[config.mk]
export PLATFORM = sky130hd
export DESIGN_NAME = cmp_timer_bank
export DESIGN_NICKNAME = d
export VERILOG_FILES = /design/src/rtl/cmp_timer_pkg.sv /design/src/rtl/cmp_timer_counter.sv /design/src/rtl/cmp_timer_regs.sv /design/src/rtl/cmp_timer_channel.sv /design/src/rtl/cmp_timer_bank.sv
export SDC_FILE = /design/constraint.sdc
export NUM_CORES = 1
export LEC_CHECK = 0
export ABC_AREA = 1
export BUFFER_PORTS_ARGS = -buffer_cell sky130_fd_sc_hd__buf_2
export CAP_MARGIN = 20
export CORE_ASPECT_RATIO = 1.5
export CORE_MARGIN = 3
export CORE_UTILIZATION = 37
export CTS_CLUSTER_SIZE = 40
export DETAILED_ROUTE_END_ITERATION = 6
export PLACE_DENSITY_LB_ADDON = 0.1
export SLEW_MARGIN = 20
export SYNTH_ARGS = -nofsm -noshare
export SYNTH_HDL_FRONTEND = slang
export SYNTH_SLANG_ARGS = --single-unit
[constraint.sdc]
create_clock -name clk -period 2.29 [get_ports clk]
set_input_delay 0.3435 -clock clk [delete_from_list [all_inputs] [get_ports clk]]
set_output_delay 0.3435 -clock clk [all_outputs]
set_load 0.01 [all_outputs]
[src/rtl/cmp_timer_pkg.sv]
package cmp_timer_pkg;
    localparam int BYTE_W  = 8;
    localparam int CNT_W   = 2 * BYTE_W;
    localparam int ADDR_W  = 6;
    localparam int A_SEL      = 0;
    localparam int A_IEN      = 1;
    localparam int A_FLAG     = 2;
    localparam int A_CNT_HI   = 4;
    localparam int A_CNT_LO   = 5;
    localparam int A_ACT_BASE = 8;
    localparam int A_CMP_BASE = 16;

    typedef enum logic [1:0] {
        PIN_OFF    = 2'b00,
        PIN_TOGGLE = 2'b01,
        PIN_CLEAR  = 2'b10,
        PIN_SET    = 2'b11
    } pin_act_e;
endpackage

[src/rtl/cmp_timer_counter.sv]
module cmp_timer_counter #(
    parameter int W = 16
) (
    input  logic         clk,
    input  logic         rst_n,
    output logic [W-1:0] cnt
);
    logic [W-1:0] cnt_q;

    always_ff @(posedge clk) begin
        if (!rst_n) cnt_q <= '0;
        else        cnt_q <= cnt_q + 1'b1;
    end

    assign cnt = cnt_q;


    cnt_step_chk: assert property (@(posedge clk) disable iff (!rst_n)
        1'b1 |=> (cnt_q == W'($past(cnt_q) + 1'b1)));
endmodule

[src/rtl/cmp_timer_regs.sv]
module cmp_timer_regs
    import cmp_timer_pkg::*;
#(
    parameter int NCH = 8
) (
    input  logic                 clk,
    input  logic                 rst_n,
    input  logic                 bus_wr,
    input  logic [ADDR_W-1:0]    bus_addr,
    input  logic [BYTE_W-1:0]    bus_wdata,
    output logic [BYTE_W-1:0]    bus_rdata,
    input  logic [CNT_W-1:0]     cnt,
    input  logic [NCH-1:0]       flag,
    input  logic [NCH*CNT_W-1:0] cmp_flat,
    output logic [NCH-1:0]       sel,
    output logic [NCH-1:0]       ien,
    output logic [2*NCH-1:0]     act_flat,
    output logic [NCH-1:0]       flag_clr,
    output logic [NCH-1:0]       hi_we,
    output logic [NCH-1:0]       lo_we
);
    localparam int NACT = NCH / 2;

    logic [NCH-1:0]   sel_q, ien_q;
    logic [2*NCH-1:0] act_q;

    always_ff @(posedge clk) begin
        if (!rst_n) begin
            sel_q <= '0;
            ien_q <= '0;
            act_q <= '0;
        end else if (bus_wr) begin
            if (bus_addr == ADDR_W'(A_SEL)) sel_q <= bus_wdata[NCH-1:0];
            if (bus_addr == ADDR_W'(A_IEN)) ien_q <= bus_wdata[NCH-1:0];
            for (int k = 0; k < NACT; k++) begin
                if (bus_addr == ADDR_W'(A_ACT_BASE + k))
                    act_q[4*k +: 4] <= bus_wdata[3:0];
            end
        end
    end

    always_comb begin
        flag_clr = '0;
        hi_we    = '0;
        lo_we    = '0;
        if (bus_wr) begin
            if (bus_addr == ADDR_W'(A_FLAG)) flag_clr = bus_wdata[NCH-1:0];
            for (int i = 0; i < NCH; i++) begin
                hi_we[i] = (bus_addr == ADDR_W'(A_CMP_BASE + 2*i));
                lo_we[i] = (bus_addr == ADDR_W'(A_CMP_BASE + 2*i + 1));
            end
        end
    end

    always_comb begin
        bus_rdata = '0;
        if (bus_addr == ADDR_W'(A_SEL))    bus_rdata[NCH-1:0] = sel_q;
        if (bus_addr == ADDR_W'(A_IEN))    bus_rdata[NCH-1:0] = ien_q;
        if (bus_addr == ADDR_W'(A_FLAG))   bus_rdata[NCH-1:0] = flag;
        if (bus_addr == ADDR_W'(A_CNT_HI)) bus_rdata = cnt[CNT_W-1:BYTE_W];
        if (bus_addr == ADDR_W'(A_CNT_LO)) bus_rdata = cnt[BYTE_W-1:0];
        for (int k = 0; k < NACT; k++) begin
            if (bus_addr == ADDR_W'(A_ACT_BASE + k))
                bus_rdata[3:0] = act_q[4*k +: 4];
        end
        for (int i = 0; i < NCH; i++) begin
            if (bus_addr == ADDR_W'(A_CMP_BASE + 2*i))
                bus_rdata = cmp_flat[i*CNT_W + BYTE_W +: BYTE_W];
            if (bus_addr == ADDR_W'(A_CMP_BASE + 2*i + 1))
                bus_rdata = cmp_flat[i*CNT_W +: BYTE_W];
        end
    end

    assign sel      = sel_q;
    assign ien      = ien_q;
    assign act_flat = act_q;


    cmp_strobe_excl_chk: assert property (@(posedge clk) disable iff (!rst_n)
        $countones({hi_we, lo_we}) <= 1);
endmodule

[src/rtl/cmp_timer_channel.sv]
module cmp_timer_channel
    import cmp_timer_pkg::*;
(
    input  logic              clk,
    input  logic              rst_n,
    input  logic [CNT_W-1:0]  cnt,
    input  logic              sel,
    input  logic              ien,
    input  logic [1:0]        act,
    input  logic              flag_clr,
    input  logic              hi_we,
    input  logic              lo_we,
    input  logic [BYTE_W-1:0] wdata,
    output logic              flag,
    output logic              irq,
    output logic              pin,
    output logic              pin_en,
    output logic [CNT_W-1:0]  cmp_val
);
    logic [BYTE_W-1:0] stage_q;
    logic [CNT_W-1:0]  cmp_q;
    logic              flag_q, pin_q, pin_d, hit;
    pin_act_e          act_e;

    assign act_e = pin_act_e'(act);
    assign hit   = sel && (cnt == cmp_q);

    always_ff @(posedge clk) begin
        if (!rst_n) begin
            stage_q <= '0;
            cmp_q   <= '0;
        end else begin
            if (hi_we) stage_q <= wdata;
            if (lo_we) cmp_q   <= {stage_q, wdata};
        end
    end

    always_ff @(posedge clk) begin
        if (!rst_n)        flag_q <= 1'b0;
        else if (hit)      flag_q <= 1'b1;
        else if (flag_clr) flag_q <= 1'b0;
    end

    always_comb begin
        pin_d = pin_q;
        if (hit) begin
            unique case (act_e)
                PIN_OFF:    pin_d = pin_q;
                PIN_TOGGLE: pin_d = ~pin_q;
                PIN_CLEAR:  pin_d = 1'b0;
                PIN_SET:    pin_d = 1'b1;
            endcase
        end
    end

    always_ff @(posedge clk) begin
        if (!rst_n) pin_q <= 1'b0;
        else        pin_q <= pin_d;
    end

    assign flag    = flag_q;
    assign irq     = flag_q & ien;
    assign pin     = pin_q;
    assign pin_en  = (act_e != PIN_OFF);
    assign cmp_val = cmp_q;


    hit_sets_flag_chk: assert property (@(posedge clk) disable iff (!rst_n)
        (sel && cnt == cmp_q) |=> flag_q);

    flag_cause_chk: assert property (@(posedge clk) disable iff (!rst_n)
        $rose(flag_q) |-> $past(sel && cnt == cmp_q));

    flag_clear_chk: assert property (@(posedge clk) disable iff (!rst_n)
        (flag_clr && !(sel && cnt == cmp_q)) |=> !flag_q);

    pin_set_chk: assert property (@(posedge clk) disable iff (!rst_n)
        (sel && cnt == cmp_q && act == 2'b11) |=> pin_q);

    pin_toggle_chk: assert property (@(posedge clk) disable iff (!rst_n)
        (sel && cnt == cmp_q && act == 2'b01) |=> (pin_q != $past(pin_q)));

    cmp_hold_chk: assert property (@(posedge clk) disable iff (!rst_n)
        !lo_we |=> $stable(cmp_q));
endmodule

[src/rtl/cmp_timer_bank.sv]
module cmp_timer_bank
    import cmp_timer_pkg::*;
#(
    parameter int NCH = 8
) (
    input  logic              clk,
    input  logic              rst_n,
    input  logic              bus_wr,
    input  logic [5:0]        bus_addr,
    input  logic [7:0]        bus_wdata,
    output logic [7:0]        bus_rdata,
    output logic [NCH-1:0]    irq,
    output logic [NCH-1:0]    pin_out,
    output logic [NCH-1:0]    pin_en
);
    logic [CNT_W-1:0]     cnt;
    logic [NCH-1:0]       sel, ien, flag, flag_clr, hi_we, lo_we;
    logic [2*NCH-1:0]     act_flat;
    logic [NCH*CNT_W-1:0] cmp_flat;

    cmp_timer_counter #(.W(CNT_W)) u_cnt (
        .clk(clk), .rst_n(rst_n), .cnt(cnt)
    );

    cmp_timer_regs #(.NCH(NCH)) u_regs (
        .clk(clk), .rst_n(rst_n),
        .bus_wr(bus_wr), .bus_addr(bus_addr), .bus_wdata(bus_wdata),
        .bus_rdata(bus_rdata),
        .cnt(cnt), .flag(flag), .cmp_flat(cmp_flat),
        .sel(sel), .ien(ien), .act_flat(act_flat),
        .flag_clr(flag_clr), .hi_we(hi_we), .lo_we(lo_we)
    );

    for (genvar i = 0; i < NCH; i++) begin : g_ch
        cmp_timer_channel u_ch (
            .clk(clk), .rst_n(rst_n), .cnt(cnt),
            .sel(sel[i]), .ien(ien[i]), .act(act_flat[2*i +: 2]),
            .flag_clr(flag_clr[i]), .hi_we(hi_we[i]), .lo_we(lo_we[i]),
            .wdata(bus_wdata),
            .flag(flag[i]), .irq(irq[i]), .pin(pin_out[i]), .pin_en(pin_en[i]),
            .cmp_val(cmp_flat[i*CNT_W +: CNT_W])
        );
    end


    irq_needs_enable_chk: assert property (@(posedge clk) disable iff (!rst_n)
        (irq & ~ien) == '0);
endmodule

# Yosys cells after proc, flatten, opt, wreduce, memory -nomap -nowiden
# Cells that the tools add are included.
# word_totals
regBits	256
latchBits	0
ram_bits	0
rom_bits	0
in_bits	17
output_inout_bits	32
word_cells	220
mem_count	0
# op_classes
add_sub_neg	1
multipliers	0
div	0
n_lt_le_gt_ge	0
eq_ne	56
shift	0
n_mux	53
bitwise	24
n_reduce_logical	47
# ops
op	n
$mux 8	25
$eq 16x16->1	8
$eq 6x5->1 const B	16
$eq 2x2->1 const B	16
$reduce_bool 2->1	16
$reduce_and 2->1	14
$eq 6x4->1 const B	4
$pmux 1 s3	8
$add 16x1->16 const B	1
$eq 2x1->1 const B	8
$logic_not 2->1	8
$mux 1	16
$mux 4	4
$not 1->1	16
$eq 6x3->1 const B	2
$and 1x1->1	8
$logic_and 1x1->1	8
$eq 6x1->1 const B	1
$eq 6x2->1 const B	1
$logic_not 6->1	1

# Longest topological paths before layout
# logic_depth
word_depth	26
depth_mapped	19
depth_no_buf	19

# Modules after synthesis
# A second synthesis with hierarchy kept.
# unflattened
cells_unflattened	2309
hier_area_um2	14164.8
# by_module_without_submodules
module	instances	cells_each	area_per_inst_um2	seq_area_each_um2
cmp_timer_channel	8	207	1302.5	520.5
cmp_timer_regs	1	541	2971.6	640.6
cmp_timer_counter	1	112	773.2	320.3

# Worst setup path before layout
# No wires, ideal clock.
# synth_path
path_kind	input -> output
from	input port bus_addr[3]
to	output port bus_rdata[3]
arrival_ns	1.690
required_time_ns	1.947
setup_slack_ns	0.256
cell_stages	17
n_path_buf	0
path_cell_list	nor2_4 -> nand2_1 -> nor2_2 -> inv_1 -> nand2_1 -> inv_1 -> nand3_1 -> nand2_1 -> nand4_1 -> nor2_1 -> nand3_1 -> nand2_1 -> nand4_1 -> nand2_1 -> nand3_1 -> nand2_1 -> nand2_1
# synth_between
elab_chain_len	26
elab_cells_between_ends	50
cone_classes	eq/ne: 24; mux: 25; reduce/logical: 1
# synth_rtl
item	line	source
start, declared	cmp_timer_bank.sv:9	input logic [5:0] bus_addr,
$logic_not 6->1	cmp_timer_regs.sv:57	if (bus_addr == ADDR_W'(A_SEL)) bus_rdata[NCH-1:0] = sel_q;
$mux 8	cmp_timer_regs.sv:57	
$mux 8	cmp_timer_regs.sv:58	if (bus_addr == ADDR_W'(A_IEN)) bus_rdata[NCH-1:0] = ien_q;
$mux 8	cmp_timer_regs.sv:59	if (bus_addr == ADDR_W'(A_FLAG)) bus_rdata[NCH-1:0] = flag;
$mux 8	cmp_timer_regs.sv:60	if (bus_addr == ADDR_W'(A_CNT_HI)) bus_rdata = cnt[CNT_W-1:BYTE_W];
$mux 8	cmp_timer_regs.sv:61	if (bus_addr == ADDR_W'(A_CNT_LO)) bus_rdata = cnt[BYTE_W-1:0];
$mux 4 (4 in series)	cmp_timer_regs.sv:63	if (bus_addr == ADDR_W'(A_ACT_BASE + k))
$mux 8	cmp_timer_regs.sv:67	if (bus_addr == ADDR_W'(A_CMP_BASE + 2*i))
(+7 left out)	n/a	
$mux 8	cmp_timer_regs.sv:67	
$mux 8	cmp_timer_regs.sv:69	if (bus_addr == ADDR_W'(A_CMP_BASE + 2*i + 1))
$mux 8	cmp_timer_regs.sv:67	
$mux 8	cmp_timer_regs.sv:69	
$mux 8	cmp_timer_regs.sv:67	
$mux 8	cmp_timer_regs.sv:69	
$mux 8	cmp_timer_regs.sv:67	
$mux 8 (*)	cmp_timer_regs.sv:69	
end, declared	cmp_timer_bank.sv:11	output logic [7:0] bus_rdata,
# Every way passes the cells marked *; elsewhere a longest branch is shown, timed or not.

# Final worst setup path
# layout_path
from	register g_ch[2].u_ch.flag_q
to	output port bus_rdata[2]
# layout_between
elab_chain_len	23
# layout_rtl
item	line	source
start, declared	cmp_timer_channel.sv:22	logic flag_q, pin_q, pin_d, hit;
start signal, assigned	cmp_timer_channel.sv:39	if (!rst_n) flag_q <= 1'b0;
start signal, assigned	cmp_timer_channel.sv:40	else if (hit) flag_q <= 1'b1;
start signal, assigned	cmp_timer_channel.sv:41	else if (flag_clr) flag_q <= 1'b0;
$mux 8	cmp_timer_regs.sv:59	
$mux 8	cmp_timer_regs.sv:60	
$mux 8	cmp_timer_regs.sv:61	
$mux 4 (4 in series)	cmp_timer_regs.sv:63	
$mux 8	cmp_timer_regs.sv:67	
$mux 8	cmp_timer_regs.sv:69	
$mux 8	cmp_timer_regs.sv:67	
$mux 8	cmp_timer_regs.sv:69	
(+4 left out)	n/a	
$mux 8	cmp_timer_regs.sv:67	
$mux 8	cmp_timer_regs.sv:69	
$mux 8	cmp_timer_regs.sv:67	
$mux 8	cmp_timer_regs.sv:69	
$mux 8	cmp_timer_regs.sv:67	
$mux 8	cmp_timer_regs.sv:69	
$mux 8	cmp_timer_regs.sv:67	
$mux 8	cmp_timer_regs.sv:69	
# No other way between the ends.

==> results.cfg <==
[worst_setup_path]
cp_cell_sequence = nand4_1 -> nand3_2 -> o21bai_2 -> nand4_1 -> nand2_1 -> nand4_1 -> nor2_1 -> nand4_1 -> nand2_1 -> nand3_1 -> nand2_2 -> nand4_1 -> nand2_1 -> nand2_1 -> buf_2
cpPeakStageDelay_ps = 330
critPathTopFamily = simple AND/OR/NAND/NOR gates
timing_worst_setup_path_type = reg -> out
crit_path_start_kind = flip-flop
cp-end-kind = output port
reg2reg_from = u_cnt.cnt[15]
path_depth = 15
cp-startpoint = g_ch[2].u_ch.flag
worst_ep_required_time_ps = 1950
worstPathMaxFanout = 3
arrival_ps = 2520
ff2ff_path_depth = 10
path_common_cell = nand4_1
critical-path-slowest-cell = dfxtp_2
path_buf_inv = 1

[floorplanning]
io_pins = 49
num_rows = 82
initial_core_util_pct = 37.7
die_width_um = 157
dieArea_um2 = 36500
die_h_um = 233
core_um2 = 33500

[timing]
worstMarginPinSlew_ps = 753
period_share_pct = 125
maxSlewHeadroom_pct = 49.8
setup_viol = 8
finalHoldViolations = 0
fmax_ghz = 0.349
maxSlewViolCount = 0
fin_worst_skew_ps = 24.8
rsz0062_at_grt = yes
final.setup.worst_slack_ps = -571
min_period_ps = 2860

[routing]
drt_iter0_markers = 778
wl_um = 51600
vias_per_cell = 5.35
dr.pass1.iters = 5
vias = 13000
drc_errors = 0
wl_per_cell_um = 21.2
drtAntennaViolNets = 0

[worst_hold_path]
hold_class = in -> reg
min_from = bus_wdata[6]
holdPathStages = 3

[logic_synthesis]
synth_top_area_cell = dfxtp_1
async_flop_share_pct = 0
netlist_area_um2 = 12700
synth.top_cell.area_share_pct = 40.5
synth.yosys.seq_area_share_pct = 40.5
synth-edff-count = 0
ys.flop_type = dfxtp_1
yosysWarnings = 0
ys_ff_latch = 256
syn-num-nets = 1854
postSynthCellCount = 1836
synth_cell_types = 43
syn_avg_cell_area_um2 = 6.89
synth.area.top_cells = dfxtp_1 40%, nand2_1 12%, a21oi_1 9.8%

[flow_run]
drv_cap = 0

[cts]
clkTransAtPathRegs_ps = 60
cts_max_level = 1
ctsRootBufferMaster = clkbuf_16
clk_latency_ps = 560
cts_made_buffers = 27
hold_buffers = 0
cts_max_path_buffers = 3
cts_tree = done
cts_sinks = 256

[power]
intPower_w = 0.00722
pwr_density_cell_nw_per_um2 = 618
combPwrFrac_pct = 6.7
ir_drop_uv = 481
seq_power_share_pct = 46.9
p_sw_share_pct = 24.8
totalPowerFinal_w = 0.00960
leakage_nw = 6.15
power_frac_clock_pct = 46.3
switchingPower_w = 0.00238

[status]
failed_checks = negative setup slack
status = finished, violations left

[place]
place.gp.congestion = 0.973
portBuffers = 48
hpwl_um = 38000
placed_cells = 2381
post-place-ws_ps = -592

[finish]
stdcell_count = 2434
fillers = 3522
num-nets-final = 2016
final_common_cell = nand2_1
mostFrequentLayoutCells = 396 x nand2_1, 243 x a21oi_1, 236 x dfxtp_1, 194 x buf_4, 162 x nor2_1
drive_gt1_share_pct = 19.9
insertedDiodeCount = 0
area_growth_pct = 22.7

[grt]
grt_usage_pct = 27.8
grt-ovfl-total = 0
grt_pass1_vias = 12700
grt_pass1_wl_um = 76800
grt_max_degree = 66
antenna_found_initial = 0
flip-flops by register name, summed over array words and instances (netlist names):
register	flops
g_ch.u_ch.pin	8
g_ch.u_ch.flag	8
u_regs.act_flat	16
u_regs.sel	8
u_regs.ien	8
u_cnt.cnt	16
g_ch.u_ch.cmp_val	128
g_ch.u_ch.stage_q	64
Yosys cell counts (10+ instances only):
master / count
nor2_1: 166
nor4_1: 11
nand3_1: 94
nor3_1: 12
buf_2: 13
nor2_4: 10
inv_2: 20
inv_1: 157
nor2_2: 16
dfxtp_1: 256
o22ai_1: 16
nand4_1: 42
clkbuf_1: 77
xor2_1: 34
o21ai_0: 133
a21oi_1: 248
xnor2_1: 25
nand2_1: 404
a211oi_1: 12
buf_4: 28
power by group through the flow:
| stage | Combinational [W] | Clock [W] | Sequential, W |
|---|---|---|---|
| 2_1_floorplan | 0.000329 | 0 | 0.00459 |
| 3_3_place_gp | 0.000629 | 0 | 0.00461 |
| 3_5_place_dp | 0.000631 | 0 | 0.00461 |
| 4_1_cts | 0.000635 | 0.00454 | 0.00451 |
| 5_1_grt | 0.000693 | 0.00470 | 0.00451 |
| 6_report | 0.000647 | 0.00445 | 0.00451 |
area by class of cell:
type / count / area (µm²) / share of cell area [%]
Timing Repair Buffer: 253 / 1930 / 12.4
Sequential cell: 256 / 5150 / 33.2
Clock inverter: 9 / 110 / 0.709
Tap cell: 420 / 526 / 3.38
Clock buffer: 36 / 759 / 4.89
Inverter: 184 / 697 / 4.49
Multi-Input combinational cell: 1276 / 6360 / 41.0
worst register-to-register path, cell delays in order, from the launching register on:
cell      delay (ps)
dfxtp_1          370
buf_4            190
clkinv_1         140
buf_4            210
nand2_1           80
nand3_1           80
nor3_1           370
nand4_1          170
buf_4            190
o21ai_0          150
a21oi_1           80
cells by family after synthesis:
kind of cell,share of synthesized area [%]
AND/OR/NAND/NOR,26.7
buffers and inverters,9.97
flip-flops,40.5
adder cells (fa/ha/maj),0.0988
XOR/XNOR,4.08
AO/OA/AOI/OAI,18.7
through the flow:
step	hold slack (ps)	util (%)	area (µm²)	setup TNS, ps
floorplan	438	-	12700	0
global placement	446	43.1	14500	-4310
detailed placement	451	43.1	14500	-3990
CTS	233	45.9	15400	-4050
global route	242	46.3	15500	-4990
finish	243	46.3	15500	-4020
repair_timing:
action                                  CTS  global route
endpoints found under the setup margin    9            16
pin swaps                                 4            11
buffers inserted                          2             6
gates resized for setup                  28            26
gates cloned                              0             0
per-layer routing:
layer  up-vias  global-route usage (%)  wire (µm)  share of wire [%]
met2       344                    49.9      26200                 51
li1       6345                       -          -                  -
met4         0                    13.0       2500                4.8
met5         -                       0          0                  0
met1      6222                    32.5      20500                 40
met3       114                    3.52       2450                4.7
path summary, 6_finish.rpt:
kind	slack, ps	to
setup / recovery	-570	bus_rdata[2]
hold / removal	240	u_regs.ien[6]
setup reg to reg	150	g_ch[1].u_ch.pin
hold reg to reg	460	g_ch[5].u_ch.stage_q[6]
No activity file was read; power rests on OpenSTA's default activity.
